[src/rtl/hdlc_rxbuf_irq.sv]
module hdlc_rxbuf_irq #(
  parameter int DW = 8,
  parameter int AW = 7,
  parameter logic [AW-1:0] STAT_OFS = 7'h14,
  parameter logic [AW-1:0] SRC_OFS  = 7'h15,
  parameter logic [AW-1:0] BUF_OFS  = 7'h40,
  parameter int ARM_BYTES = 4
) (
  input  logic          clk,
  input  logic          rst_n,
  input  logic          rx_valid,
  input  logic [DW-1:0] rx_data,
  input  logic          rx_eom,
  input  logic          rx_abort,
  input  logic          rx_fcs_bad,
  input  logic          mode_en,
  input  logic          rx_irq_en,
  input  logic          rd_en,
  input  logic [AW-1:0] rd_addr,
  output logic [DW-1:0] rd_data,
  output logic          irq
);
  localparam int DEPTH = 8;
  localparam int PW = $clog2(DEPTH);
  localparam int CW = $clog2(ARM_BYTES);

  logic [DW-1:0] mem [DEPTH];
  logic [PW-1:0] wptr, idx;
  logic [CW-1:0] cnt;
  logic          sup, pend, idle, bad, abt;

  wire wr        = rx_valid & ~rx_abort;
  wire fourth    = wr & (cnt == CW'(ARM_BYTES - 1));
  wire armed     = ~sup | fourth;
  wire half_done = wr & (&wptr[PW-2:0]);
  wire [PW-1:0] last = wr ? wptr : wptr - 1'b1;
  wire stat_rd   = rd_en & (rd_addr == STAT_OFS);

  wire set_abt = rx_abort & ~sup;
  wire set_eom = ~rx_abort & rx_eom & armed;
  wire set_hf  = ~rx_abort & ~rx_eom & half_done & armed;
  wire raise   = set_abt | set_eom | set_hf;

  wire [DW-1:0] stat = DW'({idx, idle, bad, abt});
  wire in_buf = (rd_addr >= BUF_OFS) && (rd_addr < BUF_OFS + AW'(DEPTH));
  wire [AW-1:0] boff = rd_addr - BUF_OFS;

  assign irq = pend & mode_en & rx_irq_en;

  always_ff @(posedge clk) begin
    if (wr) mem[wptr] <= rx_data;
  end

  always_ff @(posedge clk or negedge rst_n) begin
    if (!rst_n) begin
      wptr <= '0;
      cnt  <= '0;
      sup  <= 1'b1;
    end else if (rx_abort || rx_eom) begin
      wptr <= '0;
      cnt  <= '0;
      sup  <= 1'b1;
    end else if (wr) begin
      wptr <= wptr + 1'b1;
      if (sup) begin
        cnt <= cnt + 1'b1;
        if (fourth) sup <= 1'b0;
      end
    end
  end

  always_ff @(posedge clk or negedge rst_n) begin
    if (!rst_n) begin
      pend <= 1'b0;
      idx  <= '0;
      idle <= 1'b1;
      bad  <= 1'b0;
      abt  <= 1'b0;
    end else begin
      pend <= raise | (pend & ~stat_rd);
      if (set_abt) begin
        idx <= '0; idle <= 1'b1; bad <= 1'b0; abt <= 1'b1;
      end else if (set_eom) begin
        idx <= last; idle <= 1'b1; bad <= rx_fcs_bad; abt <= 1'b0;
      end else if (set_hf) begin
        idx <= wptr; idle <= 1'b0; bad <= 1'b0; abt <= 1'b0;
      end
    end
  end

  always_ff @(posedge clk or negedge rst_n) begin
    if (!rst_n) rd_data <= '0;
    else if (rd_en) begin
      if (rd_addr == STAT_OFS)     rd_data <= stat;
      else if (rd_addr == SRC_OFS) rd_data <= DW'(pend);
      else if (in_buf)             rd_data <= mem[boff[PW-1:0]];
      else                         rd_data <= '0;
    end
  end
endmodule

[config.mk]
export PLATFORM = sky130hd
export DESIGN_NAME = hdlc_rxbuf_irq
export DESIGN_NICKNAME = d
export VERILOG_FILES = /design/src/rtl/hdlc_rxbuf_irq.sv
export SDC_FILE = /design/constraint.sdc
export NUM_CORES = 1
export LEC_CHECK = 0
export BUFFER_PORTS_ARGS = -buffer_cell sky130_fd_sc_hd__clkbuf_2
export CAP_MARGIN = 20
export CORE_MARGIN = 5
export CORE_UTILIZATION = 35
export DETAILED_ROUTE_END_ITERATION = 10
export HOLD_SLACK_MARGIN = 0.12
export PLACE_DENSITY = 0.62
export SYNTH_ARGS = -nofsm -noshare
export SYNTH_HDL_FRONTEND = slang
export SYNTH_SLANG_ARGS = --single-unit
export TNS_END_PERCENT = 100
[constraint.sdc]
create_clock -name clk -period 3.91 [get_ports clk]
set_clock_uncertainty 0.05 [all_clocks]
set_input_delay 0.5865 -clock clk [delete_from_list [all_inputs] [get_ports clk]]
set_output_delay 0.5865 -clock clk [all_outputs]
set_load 0.05 [all_outputs]
# ---- Word level (Yosys, flattened, before mapping)
# Memories as Yosys holds them, arrays and structs flattened.
# Cells that the tools add are included.
dict set report op_classes {
  addsub 4
  order_cmp 2
  n_reduce_logical 7
  muxes 25
  n_mul 0
  n_eq_ne 3
  n_div 0
  shifts 0
  bitwise_logic 21
}
# op n
set ops {}
lappend ops {{$mux W8} 3}
lappend ops {{$mux W3} 6}
lappend ops {{$eq A7 B5 Y1 const B} 2}
lappend ops {{$and A1 B1 Y1} 13}
lappend ops {{$mux W1} 13}
lappend ops {{$ge A7 B7 Y1 const B} 1}
lappend ops {{$lt A7 B7 Y1 const B} 1}
lappend ops {{$mux W2} 3}
lappend ops {{$sub A3 B1 Y3 const B} 2}
lappend ops {{$not A1 Y1} 4}
lappend ops {{$or A1 B1 Y1} 4}
lappend ops {{$reduce_and A2 Y1} 2}
lappend ops {{$reduce_bool A2 Y1} 2}
lappend ops {{$add A3 B1 Y3 const B} 1}
lappend ops {{$reduce_bool A3 Y1} 1}
lappend ops {{$add A2 B1 Y2 const B} 1}
lappend ops {{$eq A2 B2 Y1 const B} 1}
lappend ops {{$logic_and A1 B1 Y1} 1}
lappend ops {{$logic_or A1 B1 Y1} 1}
dict set report totals {
  latchBits 0
  mem_count 1
  mem_bits_rw 64
  out_inout_bits 9
  mem_bits_ro 0
  wordCells 72
  regBits 21
  inputBits 24
}
# memory words word_bits read_ports rd_clocked_by_memory_dff write_ports line
set mem_list {}
lappend mem_list {mem 8 8 1 0 1 27} ;# logic [DW-1:0] mem [DEPTH];

# ---- Longest topological paths before layout
# Gate-level depths: netlist of run 1.
dict set report depth {
  ltp_word 8
  ltp_mapped 6
  ltp_nobuf 5
}

# ---- Worst setup path before layout of run 1
# No wires, ideal clock.
dict set report synth_timing {
  kind {input to register}
  start {in rx_valid}
  end {mem mem[2][0] (enable)}
  required_time_ns 3.465
  n_path_buf 1
  path_slack_ns 1.793
  t_arrival_ns 1.672
  cell_stages 3
  setup_time_ns 0.395
  cell_sequence {buf_2 nand2_1 nor4_1}
}
dict set report synth_via {
  elab_chain_cells 3
}
# item line
set synth_rtl {}
lappend synth_rtl {{start: declaration} 11} ;# input logic rx_valid,
lappend synth_rtl {{$and A1 B1 Y1} 32} ;# wire wr = rx_valid & ~rx_abort;
lappend synth_rtl {{$mux W1} 51} ;# if (wr) mem[wptr] <= rx_data;
lappend synth_rtl {{$mux W1 (implied by the code)} 51}
lappend synth_rtl {{end: declaration} 27}
# Every way passes these cells.

# ---- Worst setup path in the final report of run 1
dict set report layout_timing {
  start {in rd_addr[1]}
  end {reg rd_data[3]}
}
dict set report layout_via {
  elab_chain_cells 5
  elab_cells_between_ends 10
  cone_classes {add/sub: 1; order compare: 2; eq/ne: 2; mux: 3; reduce/logical: 1; memory: 1}
}
# item line
set layout_rtl {}
lappend layout_rtl {{start: declaration} 19} ;# input logic [AW-1:0] rd_addr,
lappend layout_rtl {{$sub A3 B1 Y3, or another cell as far along} 46} ;# wire [AW-1:0] boff = rd_addr - BUF_OFS;
lappend layout_rtl {{$mem_v2 Z8 W8 / $logic_and A1 B1 Y1 (equally long branches)} --}
lappend layout_rtl {{$mux W8} 96} ;# else if (in_buf) rd_data <= mem[boff[PW-1:0]];
lappend layout_rtl {{$mux W8} 95} ;# else if (rd_addr == SRC_OFS) rd_data <= DW'(pend);
lappend layout_rtl {{$mux W8 *} 94} ;# if (rd_addr == STAT_OFS) rd_data <= stat;
lappend layout_rtl {{end signal: assignment} 94}
lappend layout_rtl {{end signal: assignment} 95}
lappend layout_rtl {{end signal: assignment} 96}
lappend layout_rtl {{end: declaration} 20} ;# output logic [DW-1:0] rd_data,
# Every way passes the cells marked *; elsewhere a longest branch is shown, timed or not.
# A chain may end at the register's enable or synchronous reset.

==> results.py, run 1 <==
metrics = {
    "synth": {
        "synth_area_per_cell_sq_um": 15.21,
        "ys_seq_area_share_pct": 68.85,
        "synth_cell_types": 40,
        "syn-num-nets": 261,
        "synthCells": 234,
        "syn_area_sq_um": 3558,
        "yosys_warnings": 0,
        "ys_seq_elements": 85,
    },
    "place": {
        "dp_hpwl_um": 4981,
        "placed_cell_area_sq_um": 3849,
        "place_inst": 391,
        "place_ws_ps": 1444,
        "gp_congestion": 0.7388,
        "portBuffers": 32,
    },
    "sta": {
        "fin_setup_tns_ps": 0,
        "setup_viol": 0,
        "worstMarginPinSlew_ps": 1015,
        "final_max_slew_viol_count": 0,
        "rsz0062_at_grt": "no",
        "fmax_ghz": 0.4826,
        "period_needed_ps": 2072,
        "slew_headroom_pct": 32.10,
        "hold_viol_final": 0,
        "setup_slack_ps": 1838,
        "holdWs_ps": 166.0,
        "fin_crit_sh_pct": 53.00,
    },
    "die": {
        "rows": 36,
        "die_h_um": 110.8,
        "ios": 33,
        "dieArea_sq_um": 12280,
        "core_area_sq_um": 9864,
        "die_w_um": 110.8,
        "initial_core_util_pct": 36.07,
    },
    "worst_setup_path": {
        "crit_path_end_kind": "flop",
        "max_stage_delay_ps": 510,
        "crit_path_start_kind": "input port",
        "reg2reg_depth": 2,
        "cp-endpoint": "rd_data[3]",
        "slowest_stage": "nor2_1",
        "worst-path-stages": 5,
        "r2r_setup_slack_ps": 1920,
        "crit_arrival_ps": 2300,
        "r2r-start": "wptr[0]",
        "worst-path-max-fanout": 31,
        "crit_buf_inv": 1,
        "required_ps": 4140,
        "cp_cell_sequence": "clkbuf_2 > nor2_1 > nand4_1 > nor2_1 > a221o_1",
        "critPathKind": "in -> reg",
        "critPathTopFamily": "simple AND/OR/NAND/NOR gates",
        "r2r-end": "mem[5][3]",
        "crit_path_frequent_cell": "nor2_1",
        "crit_start": "rd_addr[1]",
    },
    "power_and_ir_drop": {
        "clkPwrFrac_pct": 35.9,
        "power.total_mw": 1.729,
        "combPwrFrac_pct": 6.5,
        "ir_drop_uv": 151.1,
        "swShare_pct": 23.26,
        "p_sw_mw": 0.4022,
        "p_seq_share_pct": 57.7,
        "internal_power_mw": 1.327,
        "power.leakage_nw": 1.528,
        "powerDensity_nw_per_um2": 427.6,
    },
    "finish": {
        "fill_cells": 899,
        "fin_area_sq_um": 4044,
        "n_antenna_cell": 0,
        "nets": 296,
        "drive_above_1_share_pct": 27.74,
        "fin_util_pct": 40.99,
        "final-instance-count-excl-fill": 407,
        "area_delta_synth_final_pct": 13.64,
    },
    "hold_path": {
        "hold_path.class": "in -> async",
    },
    "drt": {
        "routed_wl_um": 7622,
        "wl_per_cell_um": 18.73,
        "via_count": 2047,
        "first_pass_iters": 5,
        "post-route-drc-count": 0,
        "drtIter0Drc": 159,
        "ant_nets": 0,
        "via_per_inst": 5.029,
    },
    "clock_tree": {
        "clock-sinks": 85,
        "ctsResizeCount": 0,
        "cts_root_buffer": "clkbuf_8",
        "htreeDepth": 3,
        "cts_buffers": 9,
        "cts_tree": "done",
        "clk_pin_slew_ps": 90,
        "clock_latency_ps": 350,
        "cts_setup_buffers": 0,
        "cts_buffer_depth": 2,
        "ctsHoldBuffers": 0,
    },
    "run": {
        "drv_cap": 0,
    },
    "outcome": {
        "status": "completed",
    },
    "global_route": {
        "first_global_vias": 2163,
        "antenna_found_initial": 0,
        "grt_pass1_wl_um": 12140,
        "grt-ovfl-total": 0,
        "grtUsageTotal_pct": 12.89,
        "grt_max_degree": 32,
    },
}
-- per-layer routing --
layer	GRT usage (%)	vias to the layer above	routed length (um)
met3	2.456	18	228
met1	16.78	1036	3543
li1	-	958	-
met2	20.51	35	3618
met4	6.568	0	232
met5	0	-	0
-- cell usage after synthesis --
master    count  area share (%)
a22oi_1       5             1.1
o22ai_1       7             1.2
nand2_1      13             1.4
dfrtp_1      19              13
xnor2_1       4            0.98
nand3b_1      2            0.42
nor3_1        4            0.56
a21o_1        1            0.21
o31ai_1       4            0.84
mux2i_1      16             4.5
or3_1         1            0.18
nor2_1       17             1.8
a32o_1        1            0.28
mux2_2       15             4.7
nor4_1        1            0.18
and3_1        1            0.18
mux4_2        2             1.3
ha_1          3             1.1
or2_2         1            0.18
a221o_1       5             1.4
nand4_1       1            0.18
a22o_1        3            0.74
o221ai_1      1            0.25
dfstp_2       2             1.5
nand3_1       4            0.56
clkbuf_1      4            0.42
nor3b_2       1            0.35
and2b_1       5             1.1
o32ai_1       2            0.49
o21ai_0       1            0.14
nand2b_1      2            0.35
edfxtp_1     64              54
xor2_1        1            0.25
inv_1         7            0.74
a21oi_1       2            0.28
nor4b_2       1            0.42
buf_2         3            0.42
buf_6         2            0.63
nor2b_1       5            0.88
buf_12        1            0.56
-- how the worst min path moves through the flow --
stage	start	end	slack, ps	cells after the start
floorplan	rst_n	abt	240	0
global placement	abt	abt	410	1
detailed placement	idle	idle	430	2
CTS	rst_n	rd_data[4]	180	1
global route	rst_n	rd_data[4]	200	1
finish	rst_n	rd_data[4]	170	1
-- final cells by class --
class / count / area [sq um] / area share, %
Sequential cell: 85 / 2450 / 60.58
Multi-Input combinational cell: 132 / 1031 / 25.50
Timing Repair Buffer: 34 / 175.2 / 4.332
Tap cell: 133 / 166.4 / 4.115
Clock buffer: 9 / 123.9 / 3.063
Clock inverter: 7 / 71.32 / 1.764
Inverter: 7 / 26.28 / 0.6498
-- placed cells by master (no fill, tap or decap), types with 3 or more instances in the layout --
| master | count |
|---|---|
| a221o_1 | 5 |
| ha_1 | 3 |
| mux2_2 | 15 |
| xnor2_1 | 4 |
| clkbuf_2 | 32 |
| edfxtp_1 | 64 |
| a22o_1 | 3 |
| o31ai_1 | 4 |
| nor3_2 | 3 |
| dfrtp_1 | 19 |
| and2b_1 | 5 |
| inv_1 | 7 |
| mux2i_1 | 16 |
| nor2_1 | 17 |
| o22ai_1 | 7 |
| nand2_1 | 13 |
| nor2b_1 | 5 |
| nand3_1 | 4 |
| clkbuf_8 | 9 |
| a22oi_1 | 5 |
| inv_4 | 3 |
-- cells by family after synthesis --
group	synth area share (%)
AOI/OAI and AO/OA	6.927
xor gates and xnor gates	1.231
adders and majority gates	1.055
buffers and inverters	2.778
DFF	68.85
muxes	10.51
and+or+nand+nor	8.650
-- state kept, by name (all words and copies together) (netlist names), 2 cells and up --
signal and cells:
rd_data 8, mem 64, idx 3, cnt 2, wptr 3
-- power by group through the flow --
| stage | clock network [mW] | logic, mW | registers, mW |
|---|---|---|---|
| floorplan | 0 | 0.0643 | 1.02 |
| global placement | 0 | 0.111 | 1.02 |
| detailed placement | 0 | 0.113 | 1.02 |
| CTS | 0.634 | 0.114 | 0.997 |
| global route | 0.670 | 0.123 | 0.999 |
| finish | 0.621 | 0.112 | 0.997 |
(Power assumes the default switching activity.)
==> run 2: changes to the inputs <==
- ABC_AREA: not set -> 1
- PLACE_DENSITY: 0.62 -> 0.63
- clock period: 3.91 -> 1.84 ns (I/O delays scaled with it)
==> results.py, run 2 <==
metrics = {
    "die": {
        "core_area_sq_um": 10700,
        "rows": 38,
        "die_h_um": 114.0,
        "ios": 33,
        "dieArea_sq_um": 13000,
        "initial_core_util_pct": 35.39,
        "die_w_um": 114.0,
    },
    "synth": {
        "synth-xor-area-share_pct": 0.4627,
        "synth_mux_area_share_pct": 0,
        "ys_seq_elements": 85,
        "synth_edf_count": 64,
        "async_flop_share_pct": 24.71,
        "yosys.cell_count.top_type": "nand2_1",
        "syn-num-nets": 382,
        "synth_adder_area_share_pct": 0.9914,
        "yosys.area.top_type_share_pct": 50.76,
        "synth_area_per_cell_sq_um": 10.67,
        "synth_compound_area_share_pct": 5.056,
        "syn_area_sq_um": 3786,
        "synthCells": 355,
        "synth_ff_type": "edfxtp_1",
        "yosys_warnings": 0,
        "synth.area.top_cells": "edfxtp_1 51%, dfrtp_1 13%, nand2_1 11%, nand3_1 4.9%, inv_1 3.8%",
        "yosys.area_share.simple_pct": 21.55,
        "yosys.area.top_type": "edfxtp_1",
        "ys_top_cells_by_count": "107 x nand2_1, 64 x edfxtp_1, 38 x inv_1",
        "synth_top_family_by_area": "simple AND/OR/NAND/NOR gates",
        "synth_cell_types": 31,
        "ys_seq_area_share_pct": 64.71,
    },
    "power_and_ir_drop": {
        "ir_drop_uv": 336.5,
        "power.leakage_nw": 1.852,
        "powerDensity_nw_per_um2": 848.4,
    },
    "drt": {
        "post-route-drc-count": 0,
        "wl_per_cell_um": 14.62,
        "drtIter0Drc": 197,
        "via_count": 2551,
        "first_pass_iters": 4,
        "via_per_inst": 4.664,
        "ant_nets": 0,
        "routed_wl_um": 7996,
    },
    "global_route": {
        "grt_pass1_wl_um": 13050,
        "grtUsageTotal_pct": 13.17,
        "first_global_vias": 2556,
        "grt_max_degree": 22,
        "grt-ovfl-total": 0,
        "antenna_found_initial": 0,
    },
    "clock_tree": {
        "htreeDepth": 3,
        "cts_buffers": 9,
        "clock_latency_ps": 360,
        "cts_buffer_depth": 2,
        "clock-sinks": 85,
        "cts_root_buffer": "clkbuf_8",
        "clk_pin_slew_ps": 90,
        "cts_tree": "done",
    },
    "sta": {
        "fin_crit_sh_pct": 89.11,
        "rsz0062_at_grt": "no",
        "period_needed_ps": 1640,
        "fmax_ghz": 0.6099,
        "hold_viol_final": 0,
        "slew_headroom_pct": 65.31,
        "holdWs_ps": 152.4,
        "setup_viol": 0,
        "worstMarginPinSlew_ps": 520.4,
        "setup_slack_ps": 200.3,
        "fin_setup_tns_ps": 0,
        "final_max_slew_viol_count": 0,
    },
    "worst_setup_path": {
        "required_ps": 1840,
        "crit_arrival_ps": 1640,
        "max_stage_delay_ps": 540,
        "worst-path-max-fanout": 8,
        "crit_path_start_kind": "input port",
        "cp_cell_sequence": "dlygate4sd3_1 > clkbuf_2 > inv_2 > nand2_2 > inv_2 > nand2_1 > nor2_1 > buf_4",
        "slowest_stage": "dlygate4sd3_1",
        "crit_path_frequent_cell": "inv_2",
        "crit_path_end_kind": "flop",
        "critPathKind": "in -> reg",
    },
    "run": {
        "drv_cap": 0,
    },
    "finish": {
        "final_cell_mix": "107 x nand2_1, 64 x edfxtp_1, 38 x inv_1",
        "area_delta_synth_final_pct": 14.14,
        "regMostFlops": "mem",
        "fill_cells": 1026,
        "nets": 429,
        "n_antenna_cell": 0,
        "mostFrequentLayoutCell": "nand2_1",
        "biggestRegsByFlops": "mem: 64 flops, rd_data: 8 flops",
        "largest_reg_flops": 64,
        "drive_above_1_share_pct": 18.67,
    },
    "place": {
        "gp_congestion": 0.8851,
        "dp_hpwl_um": 5615,
        "place_ws_ps": 308.7,
        "portBuffers": 32,
    },
    "hold_path": {
        "hold_path.class": "in -> reg",
    },
    "outcome": {
        "status": "completed",
    },
}
## run 2: cell count changes after synthesis, moves of 15 or more
cell	change
o21ai_0	+15
mux2i_1	-16
nand2_1	+94
mux2_2	-15
inv_1	+31
nand3_1	+33
## run 2: timing repair
action,in CTS,in global routing
gates resized for setup,0,0
buffers inserted,0,0
endpoints found under the hold margin,22,0
hold buffers,4,0
## run 2: layout make-up
| type | instances | area (sq um) | area share, % |
|---|---|---|---|
| Sequential cell | 85 | 2450 | 56.69 |
| Multi-Input combinational cell | 217 | 1062 | 24.58 |
| Timing Repair Buffer | 46 | 275.3 | 6.369 |
| Tap cell | 140 | 175.2 | 4.053 |
| Inverter | 43 | 168.9 | 3.909 |
| Clock buffer | 9 | 123.9 | 2.866 |
| Clock inverter | 7 | 66.31 | 1.534 |
## run 2: stage by stage
step | instance area [sq um] | cells | power (mW) | utilization [%]
after floorplan | 3786 | 355 | 2.339 | -
after global placement | 4091 | 527 | 2.423 | 38.25
after detailed placement | 4091 | 527 | 2.430 | 38.25
after CTS | 4322 | 547 | 3.697 | 40.40
after global routing | 4322 | 547 | 3.809 | 40.40
final | 4322 | 547 | 3.666 | 40.40
## run 2: logic make-up (layout without fill, tap and decap cells)
family                   after synthesis  after routing
flip-flops                            85             85
AO/OA/AOI/OAI                         30             30
XOR/XNOR                               2              2
AND/OR/NAND/NOR                      182            182
buffers and inverters                 53            105
adder cells (fa/ha/maj)                3              3
## run 2: final timing paths
| path | to | start | slack (ps) | cells after the start |
|---|---|---|---|---|
| worst min-delay path | mem[5][1] | rx_data[1] | 150 | 1 |
| worst max register to register | idx[1] | cnt[0] | 430 | 7 |
| max in group asynchronous | idle | rst_n | 1000 | 2 |
| worst min register to register | idx[1] | idx[1] | 440 | 2 |
| min in group asynchronous | wptr[0] | rst_n | 380 | 2 |
| worst max-delay path | mem[2][2] | rx_abort | 200 | 8 |
## run 2: metal layers
layer / up-vias / part of all wire, % / global-route usage, %
met1: 1187 / 46 / 17.55
met3: 6 / 5.6 / 2.599
met4: 0 / 1.1 / 6.017
li1: 1276 / - / -
met2: 82 / 47 / 20.80
met5: - / 0 / 0
## run 2: report_power, final
part           internal [mW]  switching [mW]  leakage, nW
Combinational         0.0829           0.188        0.909
Clock                  0.617           0.657       0.0903
Sequential              2.10          0.0187        0.852
## run 2: worst max-delay path, delay by kind of cell
family        cells  cell delay (ps)
simple gates      3              320
buf+inv           5             1040
